File: src/rtl/pcrel_pkg.sv
`timescale 1ns/1ps
package pcrel_pkg;
  localparam logic [5:0] GRP_MAJOR = 6'h3B;
  localparam logic [4:0] SUB_AUPC  = 5'h1E;
  localparam logic [4:0] SUB_ALUPC = 5'h1F;
  localparam logic [2:0] SUB_LDD   = 3'b110;

  typedef enum logic [2:0] {
    OP_NONE  = 3'd0,
    OP_ADDPC = 3'd1,
    OP_LDW   = 3'd2,
    OP_LDWU  = 3'd3,
    OP_AUPC  = 3'd4,
    OP_ALUPC = 3'd5,
    OP_LDD   = 3'd6,
    OP_RSV   = 3'd7
  } pc_op_e;
endpackage

File: src/rtl/pcrel_decode.sv
`timescale 1ns/1ps
module pcrel_decode
  import pcrel_pkg::*;
#(
  parameter bit ONLY32 = 1'b0,
  parameter int RIDX_W = 5
) (
  input  logic              valid,
  input  logic [31:16]      insn_hi,
  output pc_op_e            op,
  output logic [RIDX_W-1:0] dst
);
  pc_op_e op_raw;
  pc_op_e op_lim;
  logic   grp;

  assign grp = valid && (insn_hi[31:26] == GRP_MAJOR);
  assign dst = insn_hi[25:21];

  // two-level sub-opcode: bits 20:19 first, then bits 20:16
  always_comb begin
    op_raw = OP_NONE;
    if (grp) begin
      unique case (insn_hi[20:19])
        2'b00: op_raw = OP_ADDPC;
        2'b01: op_raw = OP_LDW;
        2'b10: op_raw = OP_LDWU;
        default: begin
          if (insn_hi[20:16] == SUB_AUPC)       op_raw = OP_AUPC;
          else if (insn_hi[20:16] == SUB_ALUPC) op_raw = OP_ALUPC;
          else if (insn_hi[20:18] == SUB_LDD)   op_raw = OP_LDD;
          else                                  op_raw = OP_RSV;
        end
      endcase
    end
  end

  generate
    if (ONLY32) begin : g_narrow
      assign op_lim = (op_raw == OP_LDWU || op_raw == OP_LDD) ? OP_RSV : op_raw;
    end else begin : g_full
      assign op_lim = op_raw;
    end
  endgenerate

  // address forms aimed at register 0 retire silently
  always_comb begin
    op = op_lim;
    if ((op_lim == OP_ADDPC || op_lim == OP_AUPC || op_lim == OP_ALUPC) &&
        dst == '0)
      op = OP_NONE;
  end
endmodule

File: src/rtl/pcrel_agen.sv
`timescale 1ns/1ps
module pcrel_agen
  import pcrel_pkg::*;
#(
  parameter int XLEN = 64
) (
  input  pc_op_e          op,
  input  logic [18:0]     imm,
  input  logic [XLEN-1:0] pc,
  output logic [XLEN-1:0] addr
);
  localparam int EXT_W = XLEN - 21;
  localparam int EXT_U = XLEN - 32;

  logic [XLEN-1:0] off_w, off_u, off_d, pc_al;
  logic [XLEN-1:0] sum_w, sum_u, sum_d;

  assign off_w = {{EXT_W{imm[18]}}, imm[18:0], 2'b00};
  assign off_u = {{EXT_U{imm[15]}}, imm[15:0], 16'h0000};
  assign off_d = {{EXT_W{imm[17]}}, imm[17:0], 3'b000};
  assign pc_al = {pc[XLEN-1:3], 3'b000};

  assign sum_w = pc + off_w;
  assign sum_u = pc + off_u;
  assign sum_d = pc_al + off_d;

  always_comb begin
    unique case (op)
      OP_ADDPC, OP_LDW, OP_LDWU: addr = sum_w;
      OP_AUPC:                   addr = sum_u;
      OP_ALUPC:                  addr = {sum_u[XLEN-1:16], 16'h0000};
      OP_LDD:                    addr = sum_d;
      default:                   addr = '0;
    endcase
  end
endmodule

File: src/rtl/pcrel_issue.sv
`timescale 1ns/1ps
module pcrel_issue
  import pcrel_pkg::*;
#(
  parameter int XLEN   = 64,
  parameter int RIDX_W = 5
) (
  input  logic              clk,
  input  logic              rst,
  input  pc_op_e            op,
  input  logic [RIDX_W-1:0] dst,
  input  logic [XLEN-1:0]   addr,
  output logic              wb_en,
  output logic [RIDX_W-1:0] wb_dst,
  output logic [XLEN-1:0]   wb_value,
  output logic              ld_req,
  output logic [XLEN-1:0]   ld_addr,
  output logic              ld_dword,
  output logic              ld_unsigned,
  output logic [RIDX_W-1:0] ld_dst,
  output logic              rsv_exc
);
  always_ff @(posedge clk) begin
    if (rst) begin
      wb_en       <= 1'b0;
      wb_dst      <= '0;
      wb_value    <= '0;
      ld_req      <= 1'b0;
      ld_addr     <= '0;
      ld_dword    <= 1'b0;
      ld_unsigned <= 1'b0;
      ld_dst      <= '0;
      rsv_exc     <= 1'b0;
    end else begin
      wb_en       <= 1'b0;
      wb_dst      <= '0;
      wb_value    <= '0;
      ld_req      <= 1'b0;
      ld_addr     <= '0;
      ld_dword    <= 1'b0;
      ld_unsigned <= 1'b0;
      ld_dst      <= '0;
      rsv_exc     <= 1'b0;
      unique case (op)
        OP_ADDPC, OP_AUPC, OP_ALUPC: begin
          wb_en    <= 1'b1;
          wb_dst   <= dst;
          wb_value <= addr;
        end
        OP_LDW, OP_LDWU, OP_LDD: begin
          ld_req      <= 1'b1;
          ld_addr     <= addr;
          ld_dst      <= dst;
          ld_dword    <= (op == OP_LDD);
          ld_unsigned <= (op == OP_LDWU);
        end
        OP_RSV:  rsv_exc <= 1'b1;
        default: ;
      endcase
    end
  end


  one_result_chk: assert property (@(posedge clk) disable iff (rst)
    $onehot0({wb_en, ld_req, rsv_exc}));


  no_r0_write_chk: assert property (@(posedge clk) disable iff (rst)
    wb_en |-> (wb_dst != '0));


  idle_fields_zero_chk: assert property (@(posedge clk) disable iff (rst)
    !ld_req |-> (ld_addr == '0 && !ld_dword && !ld_unsigned && ld_dst == '0));
endmodule

File: src/rtl/pcrel_unit.sv
`timescale 1ns/1ps
module pcrel_unit
  import pcrel_pkg::*;
#(
  parameter int XLEN   = 64,
  parameter bit ONLY32 = 1'b0
) (
  input  logic            clk,
  input  logic            rst,
  input  logic            in_valid,
  input  logic [31:0]     in_insn,
  input  logic [XLEN-1:0] in_pc,
  output logic            wb_en,
  output logic [4:0]      wb_dst,
  output logic [XLEN-1:0] wb_value,
  output logic            ld_req,
  output logic [XLEN-1:0] ld_addr,
  output logic            ld_dword,
  output logic            ld_unsigned,
  output logic [4:0]      ld_dst,
  output logic            rsv_exc
);
  localparam int RIDX_W = 5;

  pc_op_e            op;
  logic [RIDX_W-1:0] dst;
  logic [XLEN-1:0]   addr;

  pcrel_decode #(.ONLY32(ONLY32), .RIDX_W(RIDX_W)) u_dec (
    .valid   (in_valid),
    .insn_hi (in_insn[31:16]),
    .op      (op),
    .dst     (dst)
  );

  pcrel_agen #(.XLEN(XLEN)) u_agen (
    .op   (op),
    .imm  (in_insn[18:0]),
    .pc   (in_pc),
    .addr (addr)
  );

  pcrel_issue #(.XLEN(XLEN), .RIDX_W(RIDX_W)) u_iss (
    .clk         (clk),
    .rst         (rst),
    .op          (op),
    .dst         (dst),
    .addr        (addr),
    .wb_en       (wb_en),
    .wb_dst      (wb_dst),
    .wb_value    (wb_value),
    .ld_req      (ld_req),
    .ld_addr     (ld_addr),
    .ld_dword    (ld_dword),
    .ld_unsigned (ld_unsigned),
    .ld_dst      (ld_dst),
    .rsv_exc     (rsv_exc)
  );


  idle_in_idle_out_chk: assert property (@(posedge clk) disable iff (rst)
    !$past(in_valid) |-> !(wb_en || ld_req || rsv_exc));


  foreign_major_silent_chk: assert property (@(posedge clk) disable iff (rst)
    ($past(in_insn[31:26]) != GRP_MAJOR) |-> !(wb_en || ld_req || rsv_exc));


  word_addr_low_bits_chk: assert property (@(posedge clk) disable iff (rst)
    (ld_req && !ld_dword) |-> (ld_addr[1:0] == $past(in_pc[1:0])));


  upper_clear_chk: assert property (@(posedge clk) disable iff (rst)
    (wb_en && $past(in_insn[20:16]) == SUB_ALUPC && $past(in_insn[20:19]) == 2'b11)
      |-> (wb_value[15:0] == 16'h0000));

  generate
    if (ONLY32) begin : g_chk32

      narrow_loads_chk: assert property (@(posedge clk) disable iff (rst)
        ld_req |-> (!ld_dword && !ld_unsigned));
    end
  endgenerate
endmodule

File: config.mk
export PLATFORM = sky130hd
export DESIGN_NAME = pcrel_unit
export DESIGN_NICKNAME = d
export VERILOG_FILES = /design/src/rtl/pcrel_pkg.sv /design/src/rtl/pcrel_decode.sv /design/src/rtl/pcrel_agen.sv /design/src/rtl/pcrel_issue.sv /design/src/rtl/pcrel_unit.sv
export SDC_FILE = /design/constraint.sdc
export NUM_CORES = 1
export LEC_CHECK = 0
export BUFFER_PORTS_ARGS = -buffer_cell sky130_fd_sc_hd__buf_2
export CAP_MARGIN = 20
export CORE_AREA = 2 2 208 210
export CTS_BUF_LIST = sky130_fd_sc_hd__clkbuf_8
export CTS_CLUSTER_DIAMETER = 120
export DETAILED_ROUTE_END_ITERATION = 10
export DIE_AREA = 0 0 210 212
export PLACE_DENSITY_LB_ADDON = 0.25
export SYNTH_ARGS = -nofsm -noshare
export SYNTH_HDL_FRONTEND = slang
export SYNTH_SLANG_ARGS = --single-unit
File: constraint.sdc
create_clock -name clk -period 6.7 [get_ports clk]
set_input_delay 0.67 -clock clk [delete_from_list [all_inputs] [get_ports clk]]
set_output_delay 0.67 -clock clk [all_outputs]
set_load 0.1 [all_outputs]
After elaboration in Yosys (flattened, before gate mapping)
Index checks and enable logic that the tools add are counted.

word-level totals
  flip-flop bits (word level) = 143
  latch bits = 0
  RAM bits = 0
  bits in read-only memories = 0
  input port bits = 99
  output and inout bits = 143
  word-level logic and storage cells = 51
  memories kept = 0

operators by class
  add/sub/neg operators = 3
  multipliers = 0
  div/mod/pow operators = 0
  $lt $le $gt $ge = 0
  equal/unequal tests = 16
  shift operators = 0
  muxes and demuxes = 10
  bitwise gates (word level) = 2
  reduce and logical (&&, ||, !) cells = 11

operators with widths
  kind                                                 number
  one-hot mux 64 bit (4 select lines)                  1
  adder 64 bit                                         3
  equality test 3 bit, second input constant           7
  2-to-1 mux 3 bit                                     4
  equality test 5 bit, second input constant           2
  one-hot mux 3 bit (3 select lines)                   1
  OR reduction 3 bit                                   3
  equality test 3 x 1 -> 1 bit, second input constant  2
  equality test 3 x 2 -> 1 bit, second input constant  2
  equality test 6 bit, second input constant           1
  zero test 5 bit                                      1
  2-to-1 mux 1 bit                                     4
  OR reduction 2 bit                                   2
  equality test 2 x 1 -> 1 bit, second input constant  1
  equality test 2 bit, second input constant           1
  logical AND 1 bit                                    2
  zero test 2 bit                                      1
  logical OR 1 bit                                     2
  inverter 1 bit                                       2

Depth between registers and ports, before layout
Gate-level depths: netlist of run 1.

  depth after elaboration = 15
  depth in mapped cells = 13

Modules after synthesis
A second synthesis of run 1 with hierarchy kept.

unflattened totals
  cells, all modules = 1953
  area total of the unflattened synthesis = 15453.6 um^2

modules (own cells, without submodules)
  module        times used  cells an instance  area each (um^2)  sequential area each (um^2)
  pcrel_agen    1           1599               10636.5           0.0
  pcrel_issue   1           329                4645.7            2862.7
  pcrel_decode  1           25                 171.4             0.0

Worst setup path before layout of run 1
Ideal clock, no wire load.

  kind = input -> register
  start point = in in_insn[0]
  end point = reg u_iss.ld_addr[51]
  library setup time = 0.115 ns
  arrival = 3.240 ns
  data required time = 6.585 ns
  setup slack = 3.345 ns
  cell stages on the path = 13
  path buffers = 0
  path through = ha_1 > inv_1 > fa_1 > nor2b_1 > o31a_1 > a21oi_1 > a2111oi_2 > nor2_1 > o31a_1 > o21ai_0 > xor2_1 > a221o_1 > and2_1

between the ends
  longest elaborated chain between the ends = 2
  elaborated cells between the ends (all ways) = 4
  classes of those cells = add/sub: 3; mux: 1

ends and longest elaborated chain
  element                                 RTL line                                              source
  start: declaration                      pcrel_unit.sv:11                                      input logic [31:0] in_insn,
  adder 64 bit, on equally long branches  pcrel_agen.sv:25, pcrel_agen.sv:23, pcrel_agen.sv:24
  one-hot mux 64 bit (4 select lines) *   pcrel_agen.sv:28                                      unique case (op)
  end signal: assignment                  pcrel_issue.sv:52                                     ld_addr <= addr;
  end: declaration                        pcrel_issue.sv:17                                     output logic [XLEN-1:0] ld_addr,

Every way passes the cells marked *; elsewhere a longest branch is shown, timed or not.
A chain may end at the register's enable or synchronous reset.

Worst setup path after layout of run 1
  start point = in in_insn[18]
  end point = reg u_iss.ld_addr[45]

between the ends
  longest elaborated chain between the ends = 15
  elaborated cells between the ends (all ways) = 27
  classes of those cells = add/sub: 1; eq/ne: 12; mux: 7; bitwise: 1; reduce/logical: 6

ends and longest elaborated chain
  element
  branches (longest 15 deep; another with equality test 3 bit)

Several ways; the timed one is not identified.

==> qor.yml, run 1 <==
die:
  die_h_um: 212
  core_um2: 42510
  start_util: 0.3449
  fp-row-count: 76
  io_pins: 242
  dieArea_um2: 44520
  die_w_um: 210
worst_setup_path:
  end_kind: "flop"
  cp.required_ns: 7.10
  cpPeakStageDelay_ns: 0.88
  start_kind: "input port"
  crit_chain: "buf_2 -> ha_1 -> nand4_1 -> nor4_1 -> nand2_1 -> o2bb2ai_1 -> a21oi_1 -> o41ai_1 -> xor2_1 -> a222oi_1 -> nor2_1"
  cpMaxStageDelayCell: "o41ai_1"
  critPathArrivalTime_ns: 4.84
  critPathKind: "in2reg"
  crit_fanout: 36
route:
  wl_met2_mm: 29.21
  drt_iter0_drc: 1646
  drc: 0
  highest_layer: "met4"
  drt_wl_total_mm: 62.44
  avgViaCountPerCell: 6.015
  vias: 16349
  ant_nets: 0
  first_pass_iters: 7
  wl_per_cell_um: 22.97
  wl_met3_mm: 4.057
  wl_met1_mm: 24.85
place:
  port_buffers: 241
  placed_area_um2: 16290
  dp.cells: 2684
  hpwl_mm: 50.32
  routabilityCongestion: 0.9824
pwr:
  ir_drop_v: 0.0001192
  p_leak_nw: 7.172
  power.total_mw: 2.763
  power_density_nw_per_um2: 165.6
worst_hold_path:
  whs_endpoint: "u_iss.ld_dword"
  hold_depth: 2
  hp-class: "in2reg"
  min_from: "rst"
global_routing:
  grt_max_degree: 50
  grt_remaining_overflow: 0
  grt_pass1_vias: 15218
  antenna_found_initial: 0
  grt_pass1_wl_mm: 91.80
  grtUsageTotal: 0.2757
timing:
  drv_slew: 0
  fin_crit_ns: 4.439
  worstMarginPinSlew_ns: 1.119
  rsz0062_at_grt: "no"
  setup_tns_ns: 0
  fin_crit_sh: 0.6625
  setup_violations: 0
  hold_viol: 0
  max_freq_mhz: 225.3
  max_slew_margin: 0.2539
synthesis:
  async_reset_ff_frac: 0
  yosysSeqAreaShare: 0.1953
  synth.avg_cell_area_um2: 7.415
  ys_ff_latch: 143
  synth_ff_type: "dfxtp_1"
  syn_area_um2: 14660
  ys_types: 78
  yosysWarnings: 0
  synth_edf_count: 0
  syn_nets: 2250
  synthCells: 1977
final_layout:
  final_area_um2: 16690
  final_common_cell: "buf_2"
  fin_cells: 2718
  drive_above_1_share: 0.1450
  fin_util: 0.3927
  syn_to_final_growth_pct: 13.85
  num-nets-final: 2432
  n_fill_cell: 4507
  multi_input_area_um2: 11260
  final_cell_mix: "buf_2 (242), a21oi_1 (221), nor2_1 (219)"
  antenna_cells: 0
  seqCellArea_um2: 2863
clock_network:
  clk_pin_slew_ns: 0.08
  cts_resized: 0
  postCtsSetupBuffers: 0
  ctsHoldBuffers: 0
  cts_buffer_depth: 2
  cts_buffers: 17
  cts_sinks: 143
  cts_root_buffer: "clkbuf_8"
  cts_tree: "built"
  h-tree-depth: 4
flow_run:
  cap_violations: 0
status:
  status: "complete, no violations"
## report_power, final
part           leakage, nW  internal, mW  switching, mW
clock network        0.197         0.279          0.414
logic                 5.82         0.427          0.794
registers             1.15         0.849      0.0000242
## flip-flops by register name (all words and copies together), names as in the netlist
register,cells
u_iss.wb_dst,5
u_iss.ld_unsigned,1
u_iss.ld_dst,5
u_iss.rsv_exc,1
u_iss.wb_value,64
u_iss.ld_dword,1
u_iss.wb_en,1
u_iss.ld_req,1
u_iss.ld_addr,64
## routing by layer
layer  track usage  vias up
li1              -     7737
met1        0.3249     7641
met2        0.4663      774
met3       0.04180      197
met4        0.1842        0
met5             0        -
## Yosys cell counts (all sizes together) (4+ instances only)
master / count / share of area
nand2b: 9 / 0.0038
o41ai: 7 / 0.0047
nand3b: 4 / 0.0020
nor3: 38 / 0.013
a211oi: 24 / 0.012
a222oi: 25 / 0.017
nor4: 9 / 0.0038
a21boi: 14 / 0.0072
nand4: 65 / 0.028
and2: 42 / 0.018
ha: 171 / 0.15
a2111oi: 7 / 0.0059
and3: 18 / 0.0077
o21ai: 128 / 0.044
a221oi: 16 / 0.0096
xnor2: 78 / 0.047
nor2b: 8 / 0.0034
a31oi: 24 / 0.010
o22ai: 10 / 0.0043
xor2: 65 / 0.039
o31ai: 13 / 0.0089
mux2i: 4 / 0.0027
or4: 6 / 0.0031
a22oi: 5 / 0.0026
or3: 26 / 0.011
o21a: 36 / 0.018
buf: 16 / 0.0051
a21o: 55 / 0.028
dfxtp: 143 / 0.20
clkbuf: 74 / 0.019
o21bai: 25 / 0.014
a21oi: 223 / 0.077
a41oi: 4 / 0.0037
nand2: 181 / 0.047
nor2: 219 / 0.056
inv: 54 / 0.014
o211ai: 20 / 0.010
o221ai: 15 / 0.0094
o31a: 4 / 0.0024
o211a: 4 / 0.0027
nand3: 47 / 0.016
or2: 4 / 0.0017
a211o: 5 / 0.0030
## metrics by stage
step	hold WS (ns)	setup WS (ns)
after floorplan	0.7424	3.345
after global placement	0.8624	1.691
after detailed placement	0.8663	1.567
after CTS	0.2570	2.179
after global routing	0.2935	2.088
final	0.3067	2.261
## cell families (layout without fill, tap and decap cells)
logic type	after synthesis	after routing	synth area share
compound gates	687	687	0.3100
simple gates	679	679	0.2164
fa+ha+maj	174	174	0.1500
buf+inv	144	339	0.03789
xor+xnor	143	143	0.08543
flops	143	143	0.1953
mux	7	7	0.005035
## worst max path at each step
stage,cells past startpoint,to,start
2_1_floorplan,13,u_iss.ld_addr[51],in_insn[0]
3_3_place_gp,11,u_iss.wb_value[48],in_insn[18]
3_5_place_dp,11,u_iss.ld_addr[48],in_insn[18]
4_1_cts,11,u_iss.ld_addr[48],in_insn[18]
5_1_grt,11,u_iss.ld_addr[45],in_insn[18]
6_report,11,u_iss.ld_addr[45],in_insn[18]
## critical path: cells and delay by family
family | cells | cell delay (ns)
and+or+nand+nor | 4 | 0.85
xor gates and xnor gates | 1 | 0.30
buffers and inverters | 1 | 0.66
AOI/OAI and AO/OA | 4 | 1.92
adders and majority gates | 1 | 0.39
## final cells by class
type / count / share of cell area
multi-input combinational: 1690 / 0.6747
sequential: 143 / 0.1715
timing repair buffer: 253 / 0.07826
tap: 546 / 0.04093
clock buffer: 18 / 0.01484
inverter: 54 / 0.01214
clock inverter: 14 / 0.007571
Note: power is estimated with default switching activity, not from simulation.
==> run 2, diff against run 1 <==
Settings changed: ABC_AREA set to 1, CORE_AREA 2 2 208 210 to 2 2 243 245, DIE_AREA 0 0 210 212 to 0 0 245 247.
Clock period 6.7 ns to 4.49 ns, I/O delays scaled along.
==> run 2 against run 1 <==
Net effect: sequential power rose by 50%; clock-buffer cell count fell by 1; clock power rose by 65%; global-route usage rose by 3.1 points; critical path depth rose by 2; flip-flop and latch count did not move; first-iteration DRC count rose by 39%; utilization fell by 0.65 points; die area rose by 36%.
==> qor.yml, run 2 <==
status:
  status: "complete, no violations"
pwr:
  clkPwrFrac: 0.252
  switching_share: 0.4644
  p_int_mw: 2.416
  power_density_nw_per_um2: 200.6
  p_leak_nw: 14.12
  netSwitchingPower_mw: 2.095
  p_seq_frac: 0.281
  combPwrFrac: 0.467
  ir_drop_v: 0.0002581
timing:
  rsz0062_at_grt: "no"
  drv_slew: 0
  fin_crit_ns: 3.335
  hold_viol: 0
  max_slew_margin: 0.3784
  setup_tns_ns: 0
  fin_crit_sh: 0.7428
  worstMarginPinSlew_ns: 0.9226
  setup_violations: 0
  max_freq_mhz: 299.8
  fin_hold_ws_ns: 0.1364
final_layout:
  reg_top3: "u_iss.ld_addr (64), u_iss.wb_value (64)"
  final_common_cell: "nand2_1"
  drive_above_1_share: 0.07900
  syn_to_final_growth_pct: 12.34
  final_cell_mix: "nand2_1 (1522), inv_1 (858), nor2_1 (362)"
  final_area_um2: 22490
  num-nets-final: 4399
die:
  start_util: 0.3438
  die_h_um: 247
  die_w_um: 245
  fp-row-count: 89
  core_um2: 58240
  io_pins: 242
  dieArea_um2: 60520
synthesis:
  ys_types: 41
  syn_area_um2: 20020
  syn_nets: 4157
  yosys-top-cells-count: "nand2_1 (1522), inv_1 (857), nor2_1 (362)"
  synthCells: 3884
  yosysWarnings: 0
  yosys.area.top_type_share: 0.2853
  synth_ff_type: "dfxtp_1"
  yosysSeqAreaShare: 0.1430
  synth_edf_count: 0
  async_reset_ff_frac: 0
  synth.avg_cell_area_um2: 5.155
  ys_ff_latch: 143
  yosysMostFrequentCell: "nand2_1"
  synthTopCellsByArea: "nand2_1 (29%), inv_1 (16%), dfxtp_1 (14%)"
  yosys.area.top_type: "nand2_1"
worst_setup_path:
  end_kind: "flop"
  critPathArrivalTime_ns: 3.85
  critPathKind: "in2reg"
  cp.required_ns: 5.01
  crit_fanout: 27
  start_kind: "input port"
route:
  wl_per_cell_um: 19.15
  first_pass_iters: 6
  ant_nets: 0
  drt_iter0_drc: 2295
  vias: 24187
  drt_wl_total_mm: 94.08
  drc: 0
  avgViaCountPerCell: 4.923
global_routing:
  grt_pass1_wl_mm: 135.8
  grt_max_degree: 51
  grt_remaining_overflow: 0
  grt_pass1_vias: 21154
  antenna_found_initial: 1
  grtUsageTotal: 0.3064
clock_network:
  cts_sinks: 143
  postCtsSetupBuffers: 0
  cts_buffers: 17
  cts_buffer_depth: 2
  ctsHoldBuffers: 0
  clk_pin_slew_ns: 0.10
  cts_root_buffer: "clkbuf_8"
  cts_resized: 0
  h-tree-depth: 4
  cts_tree: "built"
place:
  placed_area_um2: 22080
  hpwl_mm: 82.21
  routabilityCongestion: 1.076
  port_buffers: 241
worst_hold_path:
  hp-class: "in2reg"
  hold_depth: 3
flow_run:
  cap_violations: 0
## run 2: cell count changes after synthesis, moves of 62 or more
cell,previous run,this run
nand3_1,47,305
xnor2_1,78,16
nor2_1,219,362
nand2_1,180,1522
inv_1,54,857
clkbuf_1,74,0
## run 2: layout make-up
class | count | area [um^2]
fill | 6816 | 35750
multi-input combinational | 2846 | 13700
inverter | 863 | 3239
sequential | 143 | 2863
timing repair buffer | 255 | 1311
tap | 773 | 967.2
clock buffer | 17 | 234.0
clock inverter | 15 | 175.2
antenna | 1 | 2.502
## run 2: layer usage
layer  track usage  wire (um)  share of wire
met2        0.4748      39470           0.42
met4        0.1881       6405          0.068
met3       0.04580       7072          0.075
met1        0.3996      41140           0.44
met5             0          0              0
## run 2: final timing paths
kind	from	slack [ns]	endpoint
max	in_insn[15]	1.15	u_iss.ld_addr[38]
min	in_insn[24]	0.14	u_iss.wb_dst[3]
## run 2: critical path, stage by stage
cell     delay [ns]
buf_2          0.56
ha_1           0.34
nand2_1        0.12
nor2_1         0.27
inv_1          0.07
nor2_1         0.43
nand3_1        0.14
nand3_1        0.24
xor2_1         0.38
o21ai_0        0.36
nand3_1        0.30
nand2_1        0.08
inv_1          0.07
## run 2: cell families (layout without fill, tap and decap cells)
family | after synthesis | in the layout | synth area share
adder cells (fa/ha/maj) | 174 | 174 | 0.1099
other | 0 | 1 | 0
buffers and inverters | 895 | 1150 | 0.1730
XOR/XNOR | 33 | 33 | 0.01443
AND/OR/NAND/NOR | 2343 | 2343 | 0.4772
flip-flops | 143 | 143 | 0.1430
AO/OA/AOI/OAI | 296 | 296 | 0.08248
## run 2: stage by stage
step	setup WS [ns]	util	power [mW]	cells
after floorplan	2.172	-	2.679	3884
final	1.155	0.3862	4.511	4913
after global routing	0.9568	0.3862	4.815	4913
after detailed placement	0.6529	0.3791	3.344	4880
after global placement	0.5484	0.3791	3.346	4880
after CTS	1.247	0.3862	4.492	4912
## run 2: power by group through the flow
stage / clock, mW / combinational [mW] / sequential, mW
2_1_floorplan: 0 / 1.38 / 1.30
3_3_place_gp: 0 / 2.05 / 1.30
3_5_place_dp: 0 / 2.05 / 1.30
4_1_cts: 1.17 / 2.06 / 1.27
5_1_grt: 1.21 / 2.34 / 1.27
6_report: 1.14 / 2.11 / 1.27
